File: config.mk
export PLATFORM = sky130hd
export DESIGN_NAME = spi_efifo
export DESIGN_NICKNAME = d
export VERILOG_FILES = /design/src/rtl/spi_efifo_pkg.sv /design/src/rtl/spi_efifo_fifo.sv /design/src/rtl/spi_efifo_shifter.sv /design/src/rtl/spi_efifo.sv
export SDC_FILE = /design/constraint.sdc
export NUM_CORES = 1
export LEC_CHECK = 0
export ABC_AREA = 0
export ABC_CLOCK_PERIOD_IN_PS = 10700
export BUFFER_PORTS_ARGS = -buffer_cell sky130_fd_sc_hd__buf_2
export CORE_MARGIN = 2
export CORE_UTILIZATION = 35
export CTS_CLUSTER_DIAMETER = 80
export DETAILED_ROUTE_END_ITERATION = 8
export HOLD_SLACK_MARGIN = 0.05
export PLACE_DENSITY_LB_ADDON = 0.12
export SLEW_MARGIN = 10
export SYNTH_ARGS = -nofsm -noshare
export SYNTH_HDL_FRONTEND = slang
export SYNTH_SLANG_ARGS = --single-unit
File: constraint.sdc
create_clock -name clk -period 10.7 [get_ports clk]
set_input_delay 2.14 -clock clk [delete_from_list [all_inputs] [get_ports clk]]
set_output_delay 2.14 -clock clk [all_outputs]
set_load 0.05 [all_outputs]
File: src/rtl/spi_efifo_pkg.sv
package spi_efifo_pkg;

    localparam int WORD_W = 16;

    typedef enum logic [1:0] {
        ADR_DATA = 2'd0,
        ADR_CTRL = 2'd1,
        ADR_STAT = 2'd2,
        ADR_NONE = 2'd3
    } addr_e;

    typedef enum logic [2:0] {
        IRQ_OFF      = 3'd0,
        IRQ_RX_ANY   = 3'd1,
        IRQ_RX_HIGH  = 3'd2,
        IRQ_RX_FULL  = 3'd3,
        IRQ_TX_ROOM  = 3'd4,
        IRQ_TX_EMPTY = 3'd5,
        IRQ_TX_FULL  = 3'd6,
        IRQ_DRAINED  = 3'd7
    } irq_sel_e;

    typedef struct packed {
        logic [2:0] sec;
        logic [1:0] pri;
        irq_sel_e   irq;
        logic       enh;
        logic       wide;
        logic       master;
        logic       en;
    } cfg_t;

    typedef struct packed {
        logic       tx_full;
        logic       rx_full;
        logic       rx_empty;
        logic       idle;
        logic       ovf;
        logic       tx_empty;
        logic [2:0] rx_cnt;
    } stat_t;

    function automatic cfg_t cfg_from_word(input logic [WORD_W-1:0] w);
        cfg_t c;
        c.en     = w[0];
        c.master = w[1];
        c.wide   = w[2];
        c.enh    = w[3];
        c.irq    = irq_sel_e'(w[6:4]);
        c.pri    = w[9:8];
        c.sec    = w[12:10];
        return c;
    endfunction

    function automatic logic [WORD_W-1:0] cfg_to_word(input cfg_t c);
        return {3'b000, c.sec, c.pri, 1'b0, c.irq, c.enh, c.wide, c.master, c.en};
    endfunction

    function automatic logic [WORD_W-1:0] stat_to_word(input stat_t s);
        return {5'b00000, s.rx_cnt, 2'b00, s.tx_empty, s.ovf, s.idle,
                s.rx_empty, s.rx_full, s.tx_full};
    endfunction

    function automatic logic rate_forbidden(input logic [1:0] pri, input logic [2:0] sec);
        return (pri == 2'd3) && (sec == 3'd7);
    endfunction

    function automatic logic [9:0] half_period(input logic [1:0] pri, input logic [2:0] sec);
        logic [9:0] base;
        base = {7'd0, sec} + 10'd1;
        return base << (2 * pri);
    endfunction

    function automatic logic [WORD_W-1:0] align_tx(input logic [WORD_W-1:0] w, input logic wide);
        return wide ? w : {w[7:0], 8'h00};
    endfunction

    function automatic logic [WORD_W-1:0] trim_rx(input logic [WORD_W-1:0] w, input logic wide);
        return wide ? w : {8'h00, w[7:0]};
    endfunction

endpackage

File: src/rtl/spi_efifo_fifo.sv
module spi_efifo_fifo #(
    parameter int W     = 16,
    parameter int DEPTH = 8,
    localparam int AW   = (DEPTH > 1) ? $clog2(DEPTH) : 1,
    localparam int CW   = $clog2(DEPTH + 1)
) (
    input  logic          clk,
    input  logic          rst,
    input  logic          single,
    input  logic          push,
    input  logic [W-1:0]  din,
    input  logic          pop,
    output logic [W-1:0]  dout,
    output logic [CW-1:0] cnt,
    output logic          full,
    output logic          empty,
    output logic          drop
);

    logic [W-1:0]  mem [DEPTH];
    logic [AW-1:0] wp, rp;
    logic [CW-1:0] cnt_q;
    logic [CW-1:0] limit;
    logic          do_push, do_pop;

    assign limit   = single ? CW'(1) : CW'(DEPTH);
    assign full    = (cnt_q >= limit);
    assign empty   = (cnt_q == '0);
    assign do_push = push && !full;
    assign do_pop  = pop && !empty;
    assign drop    = push && full;
    assign dout    = mem[rp];
    assign cnt     = cnt_q;

    function automatic logic [AW-1:0] bump(input logic [AW-1:0] p);
        return (p == AW'(DEPTH - 1)) ? '0 : p + AW'(1);
    endfunction

    always_ff @(posedge clk) begin
        if (do_push) mem[wp] <= din;
    end

    always_ff @(posedge clk) begin
        if (rst) begin
            wp    <= '0;
            rp    <= '0;
            cnt_q <= '0;
        end else begin
            if (do_push) wp <= bump(wp);
            if (do_pop)  rp <= bump(rp);
            case ({do_push, do_pop})
                2'b10:   cnt_q <= cnt_q + CW'(1);
                2'b01:   cnt_q <= cnt_q - CW'(1);
                default: cnt_q <= cnt_q;
            endcase
        end
    end

endmodule

File: src/rtl/spi_efifo_shifter.sv
module spi_efifo_shifter
    import spi_efifo_pkg::*;
#(
    parameter int SYNC_STAGES = 2,
    localparam int SS = (SYNC_STAGES < 2) ? 2 : SYNC_STAGES
) (
    input  logic              clk,
    input  logic              rst,
    input  cfg_t              cfg,
    input  logic [WORD_W-1:0] tx_head,
    input  logic              tx_empty,
    output logic              tx_pop,
    output logic              rx_push,
    output logic [WORD_W-1:0] rx_word,
    output logic              busy,
    output logic              sck_o,
    output logic              sdo,
    output logic              ss_n_o,
    input  logic              sck_i,
    input  logic              ss_n_i,
    input  logic              sdi
);

    logic [WORD_W-1:0] sh_tx, sh_rx;
    logic [3:0]        bitcnt, last;
    logic [9:0]        div, half;
    logic              sck_q, mbusy;
    logic [SS:0]       s_sck;
    logic [SS-1:0]     s_ss, s_sdi;
    logic              sloaded, sfresh;
    logic              m_sel, s_sel, m_start, m_tick;
    logic              s_rise, s_fall, s_act, s_load, in_bit;

    assign last    = cfg.wide ? 4'd15 : 4'd7;
    assign half    = half_period(cfg.pri, cfg.sec);
    assign m_sel   = cfg.en && cfg.master;
    assign s_sel   = cfg.en && !cfg.master;
    assign m_start = m_sel && !mbusy && !tx_empty;
    assign m_tick  = mbusy && (div == half - 10'd1);

    assign s_rise  = s_sck[SS-1] && !s_sck[SS];
    assign s_fall  = !s_sck[SS-1] && s_sck[SS];
    assign s_act   = s_sel && !s_ss[SS-1];
    assign s_load  = s_act && !sloaded;

    assign in_bit  = cfg.master ? sdi : s_sdi[SS-1];
    assign tx_pop  = m_start || (s_load && !tx_empty);
    assign rx_push = (m_sel && m_tick && !sck_q && (bitcnt == last)) ||
                     (s_act && sloaded && s_rise && (bitcnt == last));
    assign rx_word = trim_rx({sh_rx[WORD_W-2:0], in_bit}, cfg.wide);

    assign busy    = mbusy || s_act;
    assign sck_o   = sck_q;
    assign sdo     = sh_tx[WORD_W-1];
    assign ss_n_o  = !mbusy;

    // input synchronisers for the slave-side pins
    always_ff @(posedge clk) begin
        if (rst) begin
            s_sck <= '0;
            s_ss  <= '1;
            s_sdi <= '0;
        end else begin
            s_sck <= {s_sck[SS-1:0], sck_i};
            s_ss  <= {s_ss[SS-2:0], ss_n_i};
            s_sdi <= {s_sdi[SS-2:0], sdi};
        end
    end

    always_ff @(posedge clk) begin
        if (rst) begin
            sh_tx   <= '0;
            sh_rx   <= '0;
            bitcnt  <= '0;
            div     <= '0;
            sck_q   <= 1'b0;
            mbusy   <= 1'b0;
            sloaded <= 1'b0;
            sfresh  <= 1'b0;
        end else if (!cfg.en) begin
            mbusy   <= 1'b0;
            sck_q   <= 1'b0;
            sloaded <= 1'b0;
            bitcnt  <= '0;
            div     <= '0;
        end else if (cfg.master) begin
            sloaded <= 1'b0;
            if (m_start) begin
                mbusy  <= 1'b1;
                sh_tx  <= align_tx(tx_head, cfg.wide);
                bitcnt <= '0;
                div    <= '0;
                sck_q  <= 1'b0;
            end else if (mbusy) begin
                if (m_tick) begin
                    div <= '0;
                    if (!sck_q) begin
                        sck_q <= 1'b1;
                        sh_rx <= {sh_rx[WORD_W-2:0], sdi};
                    end else begin
                        sck_q <= 1'b0;
                        if (bitcnt == last) begin
                            mbusy <= 1'b0;
                        end else begin
                            bitcnt <= bitcnt + 4'd1;
                            sh_tx  <= {sh_tx[WORD_W-2:0], 1'b0};
                        end
                    end
                end else begin
                    div <= div + 10'd1;
                end
            end
        end else begin
            mbusy <= 1'b0;
            sck_q <= 1'b0;
            if (!s_act) begin
                sloaded <= 1'b0;
                bitcnt  <= '0;
            end else if (s_load) begin
                sh_tx   <= tx_empty ? '0 : align_tx(tx_head, cfg.wide);
                sloaded <= 1'b1;
                sfresh  <= 1'b1;
                bitcnt  <= '0;
            end else if (s_rise) begin
                sh_rx  <= {sh_rx[WORD_W-2:0], s_sdi[SS-1]};
                sfresh <= 1'b0;
                if (bitcnt == last) begin
                    bitcnt  <= '0;
                    sloaded <= 1'b0;
                end else begin
                    bitcnt <= bitcnt + 4'd1;
                end
            end else if (s_fall && !sfresh) begin
                sh_tx <= {sh_tx[WORD_W-2:0], 1'b0};
            end
        end
    end

endmodule

File: src/rtl/spi_efifo.sv
module spi_efifo
    import spi_efifo_pkg::*;
#(
    parameter int DEPTH   = 8,
    parameter int RX_HIGH = 6,
    localparam int CW     = $clog2(DEPTH + 1)
) (
    input  logic        clk,
    input  logic        rst,
    input  logic        bus_wr,
    input  logic        bus_rd,
    input  logic [1:0]  bus_addr,
    input  logic [15:0] bus_wdata,
    output logic [15:0] bus_rdata,
    output logic        sck_o,
    input  logic        sck_i,
    output logic        sdo,
    input  logic        sdi,
    output logic        ss_n_o,
    input  logic        ss_n_i,
    output logic        irq
);

    cfg_t              ctrl_q;
    logic              ovf_q;
    logic [CW-1:0]     tx_cnt, rx_cnt;
    logic              tx_full, tx_empty, rx_full, rx_empty;
    logic              tx_drop, rx_drop;
    logic [WORD_W-1:0] tx_head, rx_head, rx_word;
    logic              tx_pop, rx_push, busy;
    logic              wr_data, wr_ctrl, wr_stat, rd_data;
    logic [15:0]       ctrl_word;
    logic [2:0]        irq_sel;
    stat_t             stat;

    assign wr_data   = bus_wr && (addr_e'(bus_addr) == ADR_DATA);
    assign wr_ctrl   = bus_wr && (addr_e'(bus_addr) == ADR_CTRL);
    assign wr_stat   = bus_wr && (addr_e'(bus_addr) == ADR_STAT);
    assign rd_data   = bus_rd && (addr_e'(bus_addr) == ADR_DATA);
    assign ctrl_word = cfg_to_word(ctrl_q);
    assign irq_sel   = ctrl_q.irq;

    always_ff @(posedge clk) begin
        if (rst) begin
            ctrl_q <= cfg_from_word('0);
            ovf_q  <= 1'b0;
        end else begin
            if (wr_ctrl && !rate_forbidden(bus_wdata[9:8], bus_wdata[12:10]))
                ctrl_q <= cfg_from_word(bus_wdata);
            if (rx_drop)
                ovf_q <= 1'b1;
            else if (wr_stat && bus_wdata[4])
                ovf_q <= 1'b0;
        end
    end

    spi_efifo_fifo #(.W(WORD_W), .DEPTH(DEPTH)) u_txq (
        .clk   (clk),
        .rst   (rst),
        .single(!ctrl_q.enh),
        .push  (wr_data),
        .din   (bus_wdata),
        .pop   (tx_pop),
        .dout  (tx_head),
        .cnt   (tx_cnt),
        .full  (tx_full),
        .empty (tx_empty),
        .drop  (tx_drop)
    );

    spi_efifo_fifo #(.W(WORD_W), .DEPTH(DEPTH)) u_rxq (
        .clk   (clk),
        .rst   (rst),
        .single(!ctrl_q.enh),
        .push  (rx_push),
        .din   (rx_word),
        .pop   (rd_data),
        .dout  (rx_head),
        .cnt   (rx_cnt),
        .full  (rx_full),
        .empty (rx_empty),
        .drop  (rx_drop)
    );

    spi_efifo_shifter #(.SYNC_STAGES(2)) u_shift (
        .clk     (clk),
        .rst     (rst),
        .cfg     (ctrl_q),
        .tx_head (tx_head),
        .tx_empty(tx_empty),
        .tx_pop  (tx_pop),
        .rx_push (rx_push),
        .rx_word (rx_word),
        .busy    (busy),
        .sck_o   (sck_o),
        .sdo     (sdo),
        .ss_n_o  (ss_n_o),
        .sck_i   (sck_i),
        .ss_n_i  (ss_n_i),
        .sdi     (sdi)
    );

    always_comb begin
        stat.tx_full  = tx_full;
        stat.rx_full  = rx_full;
        stat.rx_empty = rx_empty;
        stat.idle     = !busy && tx_empty;
        stat.ovf      = ovf_q;
        stat.tx_empty = tx_empty;
        stat.rx_cnt   = rx_cnt[2:0];
    end

    always_comb begin
        case (addr_e'(bus_addr))
            ADR_DATA: bus_rdata = rx_empty ? '0 : rx_head;
            ADR_CTRL: bus_rdata = ctrl_word;
            ADR_STAT: bus_rdata = stat_to_word(stat);
            default:  bus_rdata = '0;
        endcase
    end

    always_comb begin
        case (ctrl_q.irq)
            IRQ_RX_ANY:   irq = !rx_empty;
            IRQ_RX_HIGH:  irq = (rx_cnt >= CW'(RX_HIGH));
            IRQ_RX_FULL:  irq = rx_full;
            IRQ_TX_ROOM:  irq = !tx_full;
            IRQ_TX_EMPTY: irq = tx_empty;
            IRQ_TX_FULL:  irq = tx_full;
            IRQ_DRAINED:  irq = !busy && tx_empty;
            default:      irq = 1'b0;
        endcase
    end

endmodule

==> results of run 1 <==
-- worst paths after layout --
| kind | endpoint | slack, ps | cells after the start |
|---|---|---|---|
| setup / recovery | bus_rdata[3] | 4550 | 7 |
| hold / removal | u_shift.s_ss[1]$_SDFF_PP1_ | 410 | 1 |
| setup reg to reg | u_rxq.cnt[2]$_SDFFE_PP0P_ | 4940 | 18 |
| hold reg to reg | u_shift.s_ss[1]$_SDFF_PP1_ | 410 | 1 |
-- report_power, final --
group / leakage (nW) / switching (mW) / internal (mW) / total, mW
Sequential: 2.98 / 0.00750 / 1.46 / 1.46
Clock: 0.593 / 0.554 / 0.730 / 1.28
Combinational: 1.82 / 0.0569 / 0.0268 / 0.0837
Total: 5.39 / 0.619 / 2.21 / 2.83
-- kinds of logic after synthesis --
group	share of synthesized area, %
DFF	64.00
xor gates and xnor gates	1.344
muxes	13.21
buffers and inverters	2.171
AOI/OAI and AO/OA	8.401
and+or+nand+nor	8.902
adders and majority gates	1.971
-- state kept, by name, indices dropped and copies added, names as in the netlist, 2 cells and up, named ones only --
name and count:
ctrl_q 9, irq_sel 3, u_rxq.cnt 4, u_rxq.mem 128, u_rxq.rp 3, u_rxq.wp 3, u_shift.bitcnt 4, u_shift.div 10
u_shift.s_sck 3, u_shift.s_sdi 2, u_shift.s_ss 2, u_shift.sh_rx 15, u_shift.sh_tx 16, u_txq.cnt 4, u_txq.mem 128, u_txq.rp 3
u_txq.wp 3
-- routing by layer --
metal	track usage [%]	part of all wire, %
met1	22.99	46
met2	26.43	47
met3	3.241	4.8
met4	4.614	2.0
met5	0	0
-- final cells by class --
cell class	count	area [um^2]	area share, %
Sequential cell	351	9592	56.04
Multi-Input combinational cell	616	5142	30.04
Timing Repair Buffer	71	422.9	2.471
Clock buffer	55	1067	6.235
Inverter	19	71.32	0.4167
Clock inverter	18	146.4	0.8553
Tap cell	539	674.4	3.940
-- layout by cell type (no fill, tap or decap), types with 15 or more instances in the layout --
cell type	synthesis	layout
inv_1	19	19
mux2i_1	38	38
nor2_1	65	63
nand2_1	49	49
a21oi_1	68	68
buf_4	3	27
ha_1	22	22
mux4_2	64	64
edfxtp_1	256	256
buf_2	5	44
dfxtp_1	95	93
a311oi_1	16	16
a22oi_1	18	18
nand3_1	29	29
nor2b_1	15	15
clkbuf_16	0	40
o21ai_0	42	42
-- critical path: stages --
cell	delay, ps
buf_2	160
nor2_1	270
nand2_1	430
nor2_1	360
a31oi_1	70
o22ai_1	260
buf_2	320
-- stage by stage --
| stage | instance area [um^2] | power (mW) |
|---|---|---|
| floorplan | 14980 | 1.542 |
| global placement | 15900 | 1.576 |
| detailed placement | 15900 | 1.577 |
| CTS | 17120 | 2.873 |
| global route | 17120 | 2.933 |
| finish | 17120 | 2.832 |
==> results.toml, run 1 <==
[outcome]
status = "finished clean"

[clock_tree]
postCtsSetupBuffers = 0
cts_buffers = 40
ctsResizeCount = 0
cts_root_buf = "clkbuf_16"
cts.sinks = 351
htreeDepth = 2
clk_path_buf_depth = 3
clock_latency_ps = 570
cts_hold_buf = 0
cts.clk_slew.worst_paths_ps = 50
cts_tree = "yes"

[global_route]
grt_pass1_wl_mm = 54.97
track_usage_pct = 16.52
grt.overflow.total = 0
first_global_vias = 8808
grt_max_degree = 76
grt_antenna_before_repair = 0

[setup_path]
startpoint_type = "input pin"
cp-startpoint = "bus_addr[1]"
arrival_ps = 4010
path_max_fanout = 12
required_ps = 8560
end_kind = "output port"
crit_type = "in2out"
reg2reg_from = "ctrl_q[9]$_SDFFE_PP0P_"

[sta]
fmax_mhz = 162.5
slew_viol_final = 0
setup_tns_ps = 0
clock_skew_ps = 21.27
whs_ps = 406.7
rsz0062_at_grt = "no"
period_minus_slack_ps = 6154
hold_viol_final = 0
finalSetupViolCount = 0
layout_setup_ws_ps = 4546
fin_crit_sh_pct = 57.51
slew_headroom_pct = 25.69
tightest_slew_ps = 1111

[die]
die_h_um = 210.9
dieWidth_um = 210.9
ios = 45
coreArea_mm2 = 0.04213
design.die.area_mm2 = 0.04448
core.rowCount = 75
initial_core_util_pct = 35.56

[logic_synthesis]
synth_top_cell_area_share_pct = 51.31
syn_inst = 1049
yosysWarnings = 0
synthArstFlopShare_pct = 0
ys_ff_latch = 351
synth_nets = 1097
yosysUniqueCellTypes = 65
synth-edff-count = 256
synth_area_mm2 = 0.01498
synth_most_common_cell = "edfxtp_1"
syn_area_per_cell_um2 = 14.28
ys.flop_type = "edfxtp_1"
yosysTopAreaCell = "edfxtp_1"
synth_area_leaders = "edfxtp_1 51%, dfxtp_1 13%, mux4_2 9.6%"
synth_common_cells = "256 x edfxtp_1, 95 x dfxtp_1, 68 x a21oi_1"
ys_seq_area_share_pct = 64.00

[routing]
routed_wl_mm = 36.17
wire_per_inst_um = 21.67
viasPerCell = 5.396
vias = 9006
final_antenna_net_count = 0
dr.pass1.iters = 5
remaining_drc_errors = 0
initialDrtViolationCount = 864

[power]
power_density_mw_per_mm2 = 165.4
power_leakage_nw = 5.387
vdd_ir_drop_max_mv = 0.1258

[place]
io_buffers = 44
place.gp.congestion = 0.7906
post-dp-hpwl_mm = 22.46
dp.cells = 1596
post-place-ws_ps = 4500

[finish]
area_growth_pct = 14.24
final_core_util_pct = 40.62
drive_gt1_share_pct = 20.00
num-nets-final = 1147
fillers = 3912
diodes = 0
instances_no_fill = 1669

[worst_hold_path]
hold_class = "reg2reg"
hold_start = "u_shift.s_ss[0]$_SDFF_PP1_"

[run]
cap_violations = 0
Note: power is estimated with default switching activity, not from simulation.
==> run 2, diff against run 1 <==
ABC_CLOCK_PERIOD_IN_PS = 5550   (was 10700)
clock period = 5.55 ns   (was 10.7 ns; I/O delays follow)
==> results.toml, run 2 (synthesis results as in run 1) <==
[global_route]
first_global_vias = 8716
grt_pass1_wl_mm = 55.77
track_usage_pct = 16.79
grt_max_degree = 71
grt_antenna_before_repair = 0
grt.overflow.total = 0

[setup_path]
crit_type = "reg2reg"
reg2regPathDepth = 17
end_kind = "flip-flop"
path_max_fanout = 16
critical_path.cell_chain = "ha_1 -> xor2_1 -> a221o_1 -> or3b_1 -> xor2_1 -> nor2_1 -> nand4_1 -> buf_4 -> a21oi_2 -> inv_1 -> ha_1 -> xor2_1 -> ha_1 -> a21oi_1 -> xor2_1 -> or3_1 -> a21oi_1"
cp-startpoint = "ctrl_q[10]$_SDFFE_PP0P_"
arrival_ps = 5380
max_stage_delay_ps = 610
crit_slowest_cell = "dfxtp_1"
reg2reg_from = "ctrl_q[10]$_SDFFE_PP0P_"
required_ps = 6020
startpoint_type = "flip-flop"
cpMostUsedCell = "xor2_1"
rrSetupSlack_ps = 650

[die]
core.rowCount = 75
die_h_um = 210.9
ios = 45
design.die.area_mm2 = 0.04448
coreArea_mm2 = 0.04213
initial_core_util_pct = 35.56
dieWidth_um = 210.9

[sta]
slew_headroom_pct = 29.11
clock_skew_ps = 16.66
fmax_mhz = 204.0
layout_setup_ws_ps = 647.1
setup_tns_ps = 0
finalSetupViolCount = 0
tightest_slew_ps = 1059
hold_viol_final = 0
whs_ps = 409.3
slew_viol_final = 0
rsz0062_at_grt = "no"
period_minus_slack_ps = 4903
fin_crit_sh_pct = 88.34

[finish]
drive_gt1_share_pct = 20.18
final_common_cell = "edfxtp_1"
multi_input_area_mm2 = 0.005134
final_core_util_pct = 40.60
ff_latch_area_mm2 = 0.009592
top_regs = "u_rxq.mem: 128 flops, u_txq.mem: 128 flops, u_shift.sh_tx: 16 flops"
diodes = 0
fillers = 3915
mostFrequentLayoutCells = "256 x edfxtp_1, 93 x dfxtp_1, 68 x a21oi_1"
num-nets-final = 1152
area_growth_pct = 14.16

[clock_tree]
cts.clk_slew.worst_paths_ps = 60
htreeDepth = 2
clk_path_buf_depth = 3
cts.sinks = 351
cts_hold_buf = 0
postCtsSetupBuffers = 0
clock_latency_ps = 550
cts_buffers = 40
cts_root_buf = "clkbuf_16"
cts_tree = "yes"
ctsResizeCount = 0

[routing]
viasPerCell = 5.342
remaining_drc_errors = 0
initialDrtViolationCount = 650
vias = 8943
routed_wl_mm = 36.69
dr.pass1.iters = 5
final_antenna_net_count = 0
wire_per_inst_um = 21.92

[power]
power_density_mw_per_mm2 = 314.7
power_leakage_nw = 5.392
vdd_ir_drop_max_mv = 0.2151

[place]
post-place-ws_ps = 703.9
post-dp-hpwl_mm = 23.29
place.gp.congestion = 0.7924
io_buffers = 44

[worst_hold_path]
holdPathStages = 1
hold_start = "u_shift.s_ss[0]$_SDFF_PP1_"
hold_class = "reg2reg"

[outcome]
status = "finished clean"

[run]
cap_violations = 0
run 2: cell types whose count changed in the layout (fill, tap and decap cells not counted), sizes merged:
cell / before / now
buf: 71 / 76
clkinv: 13 / 11
clkbuf: 55 / 60
inv: 23 / 21
bufinv: 1 / 0
run 2: where the power goes:
part | switching, mW | total, mW | internal (mW)
clock | 1.03 | 2.40 | 1.37
combinational | 0.112 | 0.164 | 0.0516
sequential | 0.0114 | 2.82 | 2.81
run 2: layout make-up:
| type | instances | area share [%] |
|---|---|---|
| flip-flops and latches | 351 | 56.07 |
| multi-input cells | 616 | 30.01 |
| clock buffers | 60 | 6.408 |
| well taps | 539 | 3.943 |
| repair buffers | 76 | 2.692 |
| clock inverters | 13 | 0.4535 |
| inverters | 19 | 0.4169 |
run 2: metrics by stage:
stage                     instances  total power [mW]  instance area, um^2
after global routing           1674             5.580                17110
after floorplan                1049             2.973                14980
after detailed placement       1601             3.039                15930
after global placement         1601             3.038                15930
after CTS                      1674             5.461                17110
final                          1674             5.383                17110
run 2: final timing paths:
check / endpoint
max: u_rxq.cnt[2]$_SDFFE_PP0P_
min: u_shift.s_ss[1]$_SDFF_PP1_
max reg2reg: u_rxq.cnt[2]$_SDFFE_PP0P_
min reg2reg: u_shift.s_ss[1]$_SDFF_PP1_
run 2: layer usage:
metal | share of wire (%) | GRT usage, % | routed length, um | vias to the layer above
met1 | 46 | 23.73 | 17010 | 4496
met4 | 2.3 | 5.221 | 847 | 0
met5 | 0 | 0 | 0 | -
li1 | - | - | - | 4201
met3 | 4.8 | 2.840 | 1745 | 53
met2 | 47 | 26.53 | 17090 | 193
run 2: critical path, delay by kind of cell, from the launching register on:
family / cells / cell delay, ps
compound gates: 4 / 1250
xor+xnor: 4 / 680
fa+ha+maj: 3 / 830
buf+inv: 2 / 350
flops: 1 / 610
simple gates: 4 / 1080
